[config.mk]
export PLATFORM = sky130hd
export DESIGN_NAME = coinc_final_trig
export DESIGN_NICKNAME = d
export VERILOG_FILES = /design/src/rtl/cft_pkg.sv /design/src/rtl/cft_edge_sync.sv /design/src/rtl/cft_window.sv /design/src/rtl/cft_coinc.sv /design/src/rtl/cft_scalers.sv /design/src/rtl/coinc_final_trig.sv
export SDC_FILE = /design/constraint.sdc
export NUM_CORES = 1
export LEC_CHECK = 0
export ABC_AREA = 1
export CORE_ASPECT_RATIO = 1.25
export CORE_MARGIN = 2
export CORE_UTILIZATION = 28
export CTS_CLUSTER_DIAMETER = 200
export DETAILED_ROUTE_END_ITERATION = 8
export PLACE_DENSITY = 0.52
export SLEW_MARGIN = 20
export SYNTH_ARGS = -nofsm -noshare
export SYNTH_HDL_FRONTEND = slang
export SYNTH_HIERARCHICAL = 1
export SYNTH_SLANG_ARGS = --single-unit
[constraint.sdc]
create_clock -name clk -period 6.2 [get_ports clk]
set_input_delay 0.93 -clock clk [delete_from_list [all_inputs] [get_ports clk]]
set_output_delay 0.93 -clock clk [all_outputs]
set_load 0.05 [all_outputs]
[src/rtl/cft_pkg.sv]
package cft_pkg;

    localparam int unsigned CFT_MAX_IN = 32;

    // number of set bits in a vector of up to CFT_MAX_IN inputs
    function automatic int unsigned ones(input logic [CFT_MAX_IN-1:0] v);
        int unsigned n;
        n = 0;
        for (int i = 0; i < CFT_MAX_IN; i++) begin
            if (v[i]) n++;
        end
        return n;
    endfunction

    function automatic int unsigned max3(input int unsigned a, input int unsigned b,
                                         input int unsigned c);
        int unsigned m;
        m = (a > b) ? a : b;
        return (m > c) ? m : c;
    endfunction

endpackage

[src/rtl/cft_edge_sync.sv]
// Two-stage synchronizer plus one history stage; emits a one-cycle rise pulse.
module cft_edge_sync #(
    parameter int unsigned N_IN = 4
) (
    input  logic            clk,
    input  logic            rst_n,
    input  logic [N_IN-1:0] raw_i,
    output logic [N_IN-1:0] rise_o
);

    typedef struct packed {
        logic [N_IN-1:0] meta;
        logic [N_IN-1:0] sync;
        logic [N_IN-1:0] hist;
    } sync_st_t;

    sync_st_t st_d, st_q;

    always_comb begin
        st_d      = st_q;
        st_d.meta = raw_i;
        st_d.sync = st_q.meta;
        st_d.hist = st_q.sync;
    end

    always_ff @(posedge clk or negedge rst_n) begin
        if (!rst_n) st_q <= '0;
        else        st_q <= st_d;
    end

    assign rise_o = st_q.sync & ~st_q.hist;

endmodule

[src/rtl/cft_window.sv]
// Per-input window stretcher: a rise loads win_i+1, the counter runs down to zero.
module cft_window #(
    parameter int unsigned N_IN  = 4,
    parameter int unsigned WIN_W = 3
) (
    input  logic             clk,
    input  logic             rst_n,
    input  logic [N_IN-1:0]  rise_i,
    input  logic [WIN_W-1:0] win_i,
    output logic [N_IN-1:0]  open_o
);

    localparam int unsigned CW = WIN_W + 1;

    for (genvar g = 0; g < N_IN; g++) begin : g_lane
        logic [CW-1:0] cnt_d, cnt_q;

        always_comb begin
            cnt_d = cnt_q;
            if (rise_i[g])          cnt_d = CW'(win_i) + CW'(1);
            else if (cnt_q != '0)   cnt_d = cnt_q - CW'(1);
        end

        always_ff @(posedge clk or negedge rst_n) begin
            if (!rst_n) cnt_q <= '0;
            else        cnt_q <= cnt_d;
        end

        assign open_o[g] = (cnt_q != '0);
    end

endmodule

[src/rtl/cft_coinc.sv]
// Masked coincidence count, fold-level thermometer and rising-edge detection.
module cft_coinc
    import cft_pkg::*;
#(
    parameter int unsigned N_IN = 4,
    localparam int unsigned FW  = $clog2(N_IN + 1)
) (
    input  logic            clk,
    input  logic            rst_n,
    input  logic [N_IN-1:0] open_i,
    input  logic [N_IN-1:0] mask_i,
    input  logic [FW-1:0]   fold_i,
    output logic [N_IN-1:0] hits_o,
    output logic [N_IN-1:0] level_o,
    output logic [N_IN-1:0] level_rise_o,
    output logic            ft_o
);

    typedef struct packed {
        logic            trig;
        logic [N_IN-1:0] level;
    } coin_st_t;

    coin_st_t st_d, st_q;

    logic [CFT_MAX_IN-1:0] hits_ext;
    int unsigned           n_open;
    logic [N_IN-1:0]       level_w;
    logic                  trig_w;

    assign hits_o = open_i & ~mask_i;

    always_comb begin
        hits_ext             = '0;
        hits_ext[N_IN-1:0]   = hits_o;
        n_open               = ones(hits_ext);
    end

    for (genvar f = 0; f < N_IN; f++) begin : g_level
        assign level_w[f] = (n_open >= 32'(f + 1));
    end

    assign trig_w = (fold_i != '0) && (n_open >= 32'(fold_i));

    always_comb begin
        st_d       = st_q;
        st_d.trig  = trig_w;
        st_d.level = level_w;
    end

    always_ff @(posedge clk or negedge rst_n) begin
        if (!rst_n) st_q <= '0;
        else        st_q <= st_d;
    end

    assign level_o      = level_w;
    assign level_rise_o = level_w & ~st_q.level;
    assign ft_o         = trig_w & ~st_q.trig;

endmodule

[src/rtl/cft_scalers.sv]
// Saturating rate counters: one per fold level plus one for forwarded triggers.
module cft_scalers #(
    parameter int unsigned N_IN  = 4,
    parameter int unsigned CMB_W = 16,
    parameter int unsigned LTO_W = 24
) (
    input  logic                       clk,
    input  logic                       rst_n,
    input  logic                       clr_i,
    input  logic [N_IN-1:0]            level_rise_i,
    input  logic                       lto_fire_i,
    output logic [N_IN-1:0][CMB_W-1:0] cmb_cnt_o,
    output logic [LTO_W-1:0]           lto_cnt_o
);

    typedef struct packed {
        logic [N_IN-1:0][CMB_W-1:0] cmb;
        logic [LTO_W-1:0]           lto;
    } scl_st_t;

    scl_st_t st_d, st_q;

    always_comb begin
        st_d = st_q;
        for (int i = 0; i < N_IN; i++) begin
            if (clr_i)
                st_d.cmb[i] = '0;
            else if (level_rise_i[i] && (st_q.cmb[i] != '1))
                st_d.cmb[i] = st_q.cmb[i] + CMB_W'(1);
        end
        if (clr_i)
            st_d.lto = '0;
        else if (lto_fire_i && (st_q.lto != '1))
            st_d.lto = st_q.lto + LTO_W'(1);
    end

    always_ff @(posedge clk or negedge rst_n) begin
        if (!rst_n) st_q <= '0;
        else        st_q <= st_d;
    end

    assign cmb_cnt_o = st_q.cmb;
    assign lto_cnt_o = st_q.lto;

endmodule

[src/rtl/coinc_final_trig.sv]
module coinc_final_trig
    import cft_pkg::*;
#(
    parameter int unsigned N_IN  = 4,
    parameter int unsigned WIN_W = 3,
    parameter int unsigned CMB_W = 16,
    parameter int unsigned LTO_W = 24,
    localparam int unsigned FW   = $clog2(N_IN + 1),
    localparam int unsigned AW   = $clog2(N_IN + 2),
    localparam int unsigned RD_W = max3(LTO_W, CMB_W, 2 * N_IN)
) (
    input  logic             clk,
    input  logic             rst_n,
    input  logic [N_IN-1:0]  layer_i,
    input  logic [N_IN-1:0]  mask_i,
    input  logic [FW-1:0]    fold_i,
    input  logic [WIN_W-1:0] win_i,
    input  logic             ack_i,
    input  logic             clr_i,
    input  logic [AW-1:0]    rd_addr_i,
    output logic [RD_W-1:0]  rd_data_o,
    output logic             ft_o,
    output logic             lto_o,
    output logic             req_o
);

    typedef struct packed {
        logic            ft;
        logic            lto;
        logic            req;
        logic [N_IN-1:0] snap_hits;
        logic [N_IN-1:0] snap_level;
    } top_st_t;

    top_st_t st_d, st_q;

    logic [N_IN-1:0]            rise_w;
    logic [N_IN-1:0]            open_w;
    logic [N_IN-1:0]            hits_w;
    logic [N_IN-1:0]            level_w;
    logic [N_IN-1:0]            level_rise_w;
    logic                       ft_w;
    logic                       lto_fire_w;
    logic [N_IN-1:0][CMB_W-1:0] cmb_cnt_w;
    logic [LTO_W-1:0]           lto_cnt_w;
    logic [N_IN-1:0]            snap_hits_w;

    cft_edge_sync #(.N_IN(N_IN)) u_sync (
        .clk    (clk),
        .rst_n  (rst_n),
        .raw_i  (layer_i),
        .rise_o (rise_w)
    );

    cft_window #(.N_IN(N_IN), .WIN_W(WIN_W)) u_win (
        .clk    (clk),
        .rst_n  (rst_n),
        .rise_i (rise_w),
        .win_i  (win_i),
        .open_o (open_w)
    );

    cft_coinc #(.N_IN(N_IN)) u_coinc (
        .clk          (clk),
        .rst_n        (rst_n),
        .open_i       (open_w),
        .mask_i       (mask_i),
        .fold_i       (fold_i),
        .hits_o       (hits_w),
        .level_o      (level_w),
        .level_rise_o (level_rise_w),
        .ft_o         (ft_w)
    );

    assign lto_fire_w = ft_w & ~st_q.req;

    cft_scalers #(.N_IN(N_IN), .CMB_W(CMB_W), .LTO_W(LTO_W)) u_scl (
        .clk          (clk),
        .rst_n        (rst_n),
        .clr_i        (clr_i),
        .level_rise_i (level_rise_w),
        .lto_fire_i   (lto_fire_w),
        .cmb_cnt_o    (cmb_cnt_w),
        .lto_cnt_o    (lto_cnt_w)
    );

    always_comb begin
        st_d     = st_q;
        st_d.ft  = ft_w;
        st_d.lto = lto_fire_w;
        st_d.req = ft_w | (st_q.req & ~ack_i);
        if (ft_w) begin
            st_d.snap_hits  = hits_w;
            st_d.snap_level = level_w;
        end
    end

    always_ff @(posedge clk or negedge rst_n) begin
        if (!rst_n) st_q <= '0;
        else        st_q <= st_d;
    end

    assign snap_hits_w = st_q.snap_hits;

    always_comb begin
        rd_data_o = '0;
        for (int i = 0; i < N_IN; i++) begin
            if (rd_addr_i == AW'(i)) rd_data_o = RD_W'(cmb_cnt_w[i]);
        end
        if (rd_addr_i == AW'(N_IN))     rd_data_o = RD_W'(lto_cnt_w);
        if (rd_addr_i == AW'(N_IN + 1)) rd_data_o = RD_W'({st_q.snap_level, snap_hits_w});
    end

    assign ft_o  = st_q.ft;
    assign lto_o = st_q.lto;
    assign req_o = st_q.req;

endmodule

==> results of run 1 <==
==> power groups by stage <==
stage	combinational [W]	sequential [W]	clock, W
2_1_floorplan	0.000628	0.00109	0
3_3_place_gp	0.000863	0.00109	0
3_5_place_dp	0.000878	0.00109	0
4_1_cts	0.000879	0.00107	0.00107
5_1_grt	0.000982	0.00109	0.00111
6_report	0.000868	0.00107	0.00104
==> worst min-delay path by stage <==
stage / slack (ns) / from / end / cells past startpoint
floorplan: 0.33 / u_sync/st_d[4]$_DFF_PN0_ / u_sync/st_d[0]$_DFF_PN0_ / 0
global placement: 0.33 / u_sync/st_d[5]$_DFF_PN0_ / u_sync/st_d[1]$_DFF_PN0_ / 0
detailed placement: 0.34 / u_sync/st_d[6]$_DFF_PN0_ / u_sync/st_d[2]$_DFF_PN0_ / 0
CTS: 0.35 / u_sync/st_d[4]$_DFF_PN0_ / u_sync/st_d[0]$_DFF_PN0_ / 0
global route: 0.35 / u_sync/st_d[4]$_DFF_PN0_ / u_sync/st_d[0]$_DFF_PN0_ / 0
finish: 0.35 / u_sync/st_d[6]$_DFF_PN0_ / u_sync/st_d[2]$_DFF_PN0_ / 0
==> flip-flops by register name (all words and copies together), names as in the netlist, 4 cells and up <==
signal / cells
u_scl/cmb_cnt_o: 64
u_scl/lto_cnt_o: 24
u_win/g_lane.cnt_q: 16
u_sync/st_d: 8
u_coinc/st_q: 5
snap_hits_w: 4
st_q: 4
u_sync/st_q: 4
==> critical path: cells and delay by family <==
family,cells,cell delay [ns]
AO/OA/AOI/OAI,3,0.63
adder cells (fa/ha/maj),3,0.83
buffers and inverters,7,1.45
AND/OR/NAND/NOR,10,1.74
==> routing by layer <==
| metal | up-vias | part of all wire (%) | global-route usage [%] |
|---|---|---|---|
| met1 | 3765 | 46 | 20.1 |
| met2 | 198 | 47 | 26.5 |
| met4 | 0 | 2.8 | 5.78 |
| li1 | 4199 | - | - |
| met3 | 40 | 4.0 | 2.80 |
| met5 | - | 0 | 0 |
==> through the flow <==
stage                     cells  setup WS [ns]  hold slack (ns)  util, %
after floorplan            1286           1.97            0.331        -
after global placement     1717          0.522            0.334     31.3
after detailed placement   1717          0.500            0.336     31.3
after CTS                  1749          0.954            0.347     33.2
after global routing       1749          0.473            0.346     33.2
final                      1749          0.953            0.347     33.2
==> kinds of logic (layout without fill, tap and decap cells) <==
group / Yosys count / after routing / synth area share (%)
compound gates: 70 / 70 / 4.71
buf+inv: 186 / 242 / 8.69
xor+xnor: 32 / 32 / 3.18
flops: 132 / 132 / 37.4
simple gates: 847 / 847 / 43.3
fa+ha+maj: 19 / 19 / 2.69
==> final cells by class <==
cell class,count,area (sq um)
tap,407,509
sequential,132,3300
multi-input combinational,968,4750
inverter,154,582
clock buffer,20,467
fill,3366,20700
timing repair buffer,56,539
clock inverter,12,130
==> cell usage after synthesis, types with 2 or more instances <==
library cell and count:
nand3_2 3, nand3_1 114, buf_4 6, a21boi_0 2, o21ai_1 20, nor2_4 7, nand3b_1 4, o21ai_2 4
nor2_1 180, or2_2 6, buf_6 3, nor3_1 9, o21bai_1 9, clkinv_1 2, nand2_2 12, nand4_4 4
nand2_4 4, xnor2_1 3, a21oi_1 10, o21ai_0 19, ha_1 19, dfrtp_1 132, nor2_2 10, inv_2 17
nand2_1 409, buf_1 5, buf_2 16, and2_1 3, inv_1 133, clkbuf_1 2, xor2_1 29, a21oi_2 3
nand4_1 79
==> results.md, run 1 <==
- Leakage: 4.92 nW
- Largest net degree at the start of global routing: 93
- Crit-path max cell delay: 0.48 ns
- Fmax: 191 MHz
- Synth area leader: dfrtp_1
- H-tree depth reported by CTS: 4
- DRC viols: 0
- Power Total: 0.00298 W
- Clock latency on the worst-skew pair: 0.43 ns
- Final HPWL DP: 18100 microns
- Post-synth ARST share: 100%
- Worst Skew: 0.0107 ns
- Flop2flop setup slack: 1.09 ns
- Register area share after synthesis: 37.4%
- First-pass DRT Iterations: 5
- Total grt overflow: 0
- RSZ-0062 raised after global routing: false
- Switch Pwr: 0.00110 W
- Clock Power Share: 34.9%
- Total placed instance area: 9690 sq um
- Synthesized area: 8820 sq um
- Routed len/inst: 14.3 microns
- Worst path required time: 6.56 ns
- Cell Chain, Critical Path: clkdlybuf4s50_1, inv_2, nand2_2, ha_1, inv_1, nand3_1, nand2_1, ha_1, or2_1, nand2_2, inv_1, ha_1, a21oi_1, o21bai_1, nand2_1, nor2_1, clkinv_1, nor2_1, inv_1, a21oi_1, buf_4, nand4_1, nand2_1
- Fin area: 10300 sq um
- Vias in the first global route: 8082
- Slowest cell on crit path: clkinv_1
- CP endpoint kind: flop
- Io pins: 48
- Num rows: 72
- Int Power: 0.00188 W
- CTS tree: built
- Fin crit share: 84.6%
- # Post-CTS Setup Buffers: 0
- Status: complete, no violations
- DR iter-0 viols: 523
- Num CTS Buffers: 17
- Min cycle time layout: 5.25 ns
- Pwr Density: 290 nW/um^2
- Clock buffer depth: 2
- Slew HR: 38.5%
- Post_cts resized: 0
- Diode count: 0
- Clk root buf: clkbuf_16
- Top cells by area, synth: dfrtp_1 (37%), nand2_1 (17%), nor2_1 (7.7%)
- Least-Margin Pin Slew: 0.923 ns
- Via/cell ratio: 4.69
- Syn Area/Cell: 6.86 sq um
- CTS Hold Buffers Added: 0
- Hold Vio Cnt, Final: 0
- Gp weighted congestion: 0.827
- Core area: 31000 sq um
- Most frequent cells in the layout: nand2_1 (409), nor2_1 (180), inv_1 (132), dfrtp_1 (132), nand3_1 (114)
- Post-synth top flop: dfrtp_1
- Syn-to-layout area delta: 16.5%
- VDD IR max: 0.167 mV
- Distinct cells, synth: 41
- Synth warnings: 6
- Total Neg Setup Slack: 0 ns
- Sequential Power Share: 36.0%
- Initial antenna violation count: 0
- Finish-stage setup viols: 0
- Setup CP Type: in2reg
- Max_cap viols: 0
- GRT Resource Usage Total: 15.7%
- Syn Nets: 1326
- Initial core utilization: 28.5%
- R2R depth: 24
- Layout cells sized above 1: 8.79%
- Setup crit start: mask_i[0]
- Antenna Nets Post-Route: 0
- Nature of the critical path startpoint: input port
- Slew Viols, Final: 0
- Crit path DAT: 5.61 ns
- Syn Inst Count: 1286
- Port Buffers: 47
- Clock slew at reported path FFs: 0.06 ns
- First-pass GRT wire length: 41300 microns
- Routed WL: 25000 microns
- Die height: 202 microns
- CP Capture Point: u_scl/lto_cnt_o[17]$_DFFE_PN0P_
- #FFs+latches synth: 132
- Combinational group share of total power: 29.1%
- Sw frac: 37.0%
- RR Endpoint: u_scl/lto_cnt_o[17]$_DFFE_PN0P_
- Die W: 163 microns
- Hold crit path type: reg2reg
- Clk sinks: 132
- Synth top area share: 37.4%
- Die footprint: 33000 sq um
- EDFF count, synth: 0
- Max FO, Critical Path: 10
- Reg-to-Reg Start: u_win/g_lane[0].cnt_q[0]$_DFFE_PN0P_
- Layout net count: 1369
- Most common cell after layout, fill and taps aside: nand2_1
- Via count: 8202
Note: power is estimated with default switching activity, not from simulation.
==> inputs of run 2 (changes only) <==
==> constraint.sdc (replaced) <==
create_clock -name clk -period 5.02 [get_ports clk]
set_input_delay 0.753 -clock clk [delete_from_list [all_inputs] [get_ports clk]]
set_output_delay 0.753 -clock clk [all_outputs]
set_load 0.05 [all_outputs]
==> run 2 against run 1 <==
- combinational power grew 26%
- sequential share of layout area shrank 0.25 points
- sequential cell count is the same
- core utilization grew 0.26 points
- final area grew 0.78%
- critical endpoint is now u_scl/lto_cnt_o[8]$_DFFE_PN0P_
- sequential power grew 24%
- setup slack lost 0.16 ns
- largest power group is now clock
==> results.md, run 2 (synthesis results as in run 1) <==
- Setup CP Type: reg2reg
- Layout cells sized above 1: 9.14% (+0.35 points)
- Clock latency on the worst-skew pair: 0.43 ns (about the same)
- DRC viols: 0 (unchanged)
- Slew Viols, Final: 0 (unchanged)
- Min cycle time layout: 4.23 ns
- Hold path depth: 0 (unchanged)
- Diode count: 0 (unchanged)
- Max FO, Critical Path: 20 (+10)
- Syn-to-layout area delta: 17.5%
- Num CTS Buffers: 17 (unchanged)
- Clock buffer depth: 2 (unchanged)
- Worst Skew: 0.0165 ns (+0.00578 ns)
- Core area: 31000 sq um (unchanged)
- Slew HR: 46.4% (+7.9 points)
- R2R depth: 24 (unchanged)
- Total Neg Setup Slack: 0 ns (unchanged)
- Pwr Density: 367 nW/um^2 (+27%)
- Most common cell after layout, fill and taps aside: nand2_1
- GRT Resource Usage Total: 15.9% (+0.13 points)
- Status: complete, no violations
- Initial antenna violation count: 0 (unchanged)
- Post_cts resized: 0 (unchanged)
- Util after Layout: 33.4% (+0.26 points)
- Num rows: 72 (unchanged)
- Routed WL: 25200 microns (+0.97%)
- Via count: 8260 (+0.71%)
- Largest net degree at the start of global routing: 82 (-12%)
- Flop2flop setup slack: 0.79 ns (-0.30 ns)
- Die footprint: 33000 sq um (unchanged)
- Io pins: 48 (unchanged)
- Clock slew at reported path FFs: 0.07 ns (about the same)
- Final HPWL DP: 18300 microns (+1.0%)
- Most frequent cells in the layout: nand2_1 (409), nor2_1 (180), inv_1 (132), dfrtp_1 (132), nand3_1 (114)
- Least-Margin Pin Slew: 0.805 ns (-0.118 ns)
- CP endpoint kind: flop
- Routed len/inst: 14.4 microns (+0.74%)
- Hold Path Sink: u_sync/st_d[3]$_DFF_PN0_
- H-tree depth reported by CTS: 4 (unchanged)
- Fin crit share: 84.2%
- Finish-stage setup viols: 0 (unchanged)
- RR Endpoint: u_scl/lto_cnt_o[8]$_DFFE_PN0P_
- Worst path required time: 5.34 ns (-1.22 ns)
- # Post-CTS Setup Buffers: 0 (unchanged)
- Hold Vio Cnt, Final: 0 (unchanged)
- Max reg flops: 64 (unchanged)
- Total grt overflow: 0 (unchanged)
- Vias in the first global route: 8041 (-0.51%)
- Leakage: 4.98 nW (+1.1%)
- First-pass DRT Iterations: 5 (unchanged)
- Layout net count: 1374 (+0.37%)
- Crit path DAT: 4.54 ns (-1.07 ns)
- Die height: 202 microns (unchanged)
- Initial core utilization: 28.5% (unchanged)
- CTS tree: built
- Nature of the critical path startpoint: flop
- DR iter-0 viols: 503 (-3.8%)
- RSZ-0062 raised after global routing: false
- Hold crit path type: reg2reg
- Fmax: 237 MHz
- Antenna Nets Post-Route: 0 (unchanged)
- Max_cap viols: 0 (unchanged)
- Hold Crit Start: u_sync/st_d[7]$_DFF_PN0_
- VDD IR max: 0.218 mV (+30%)
- Gp weighted congestion: 0.850 (+2.7%)
- Port Buffers: 47 (unchanged)
- Via/cell ratio: 4.71 (+0.48%)
- Reg-to-Reg Start: u_win/g_lane[1].cnt_q[0]$_DFFE_PN0P_
- Die W: 163 microns (unchanged)
- Clk sinks: 132 (unchanged)
- First-pass GRT wire length: 41300 microns (+0.17%)
- Power Total: 0.00380 W (+28%)
- Clk root buf: clkbuf_16
- CTS Hold Buffers Added: 0 (unchanged)
run 2: cell types whose count changed in the layout (fill, tap and decap cells not counted):
cell / delta
clkinvlp_4: -3
buf_4: +6
clkinv_4: +1
clkinv_2: -2
bufinv_16: +2
clkdlybuf4s50_1: -1
inv_6: +1
run 2: how the worst max path moves through the flow:
stage	from	to	slack, ns	cells past startpoint
2_1_floorplan	mask_i[1]	u_scl/lto_cnt_o[16]$_DFFE_PN0P_	0.97	23
3_3_place_gp	mask_i[0]	u_scl/lto_cnt_o[18]$_DFFE_PN0P_	0.49	23
3_5_place_dp	mask_i[0]	u_scl/lto_cnt_o[6]$_DFFE_PN0P_	0.39	23
4_1_cts	u_win/g_lane[1].cnt_q[0]$_DFFE_PN0P_	u_scl/lto_cnt_o[1]$_DFFE_PN0P_	0.78	24
5_1_grt	u_win/g_lane[1].cnt_q[0]$_DFFE_PN0P_	u_scl/lto_cnt_o[8]$_DFFE_PN0P_	0.33	24
6_report	u_win/g_lane[1].cnt_q[0]$_DFFE_PN0P_	u_scl/lto_cnt_o[8]$_DFFE_PN0P_	0.79	24
run 2: stage by stage:
stage | instances | area (sq um) | hold WS [ns] | worst slack (ns)
after floorplan | 1286 | 8820 | 0.331 | 0.971
after CTS | 1753 | 10400 | 0.349 | 0.776
after global routing | 1753 | 10400 | 0.354 | 0.333
final | 1753 | 10400 | 0.347 | 0.793
after global placement | 1722 | 9720 | 0.334 | 0.487
after detailed placement | 1722 | 9720 | 0.335 | 0.394
run 2: report_power, final:
part           internal (W)  leakage [nW]  total, W  switching (W)
clock              0.000872         0.309   0.00138       0.000512
combinational      0.000346          2.91   0.00109       0.000747
sequential          0.00122          1.76   0.00133       0.000110
total               0.00243          4.98   0.00380        0.00137
run 2: layer usage:
layer  up-vias  global-route usage (%)  wire [microns]
met2       168                    26.4           12100
li1       4191                       -               -
met3        31                    3.00            1110
met5         -                       0               0
met1      3870                    20.3           11400
met4         0                    6.10             624
run 2: worst max-delay path: stages, from the launching register on:
cell      delay [ns]
dfrtp_1         0.38
inv_1           0.14
ha_1            0.24
nand3_1         0.12
nand2_2         0.11
ha_1            0.26
inv_1           0.08
nand3_1         0.09
nand2_1         0.09
ha_1            0.21
or2_1           0.26
nand2_2         0.14
inv_1           0.06
ha_1            0.26
a21oi_1         0.06
o21bai_1        0.11
nand2_1         0.08
nor2_1          0.14
clkinv_1        0.18
nor2_1          0.30
nand2_2         0.11
nand2_4         0.16
clkinv_2        0.30
nand2_1         0.14
nand2_1         0.06
run 2: cell type report:
class | instances | area (sq um)
multi-input cells | 968 | 4750
clock buffers | 20 | 467
flip-flops and latches | 132 | 3300
well taps | 407 | 509
inverters | 154 | 582
repair buffers | 61 | 574
fillers | 3359 | 20600
clock inverters | 11 | 175
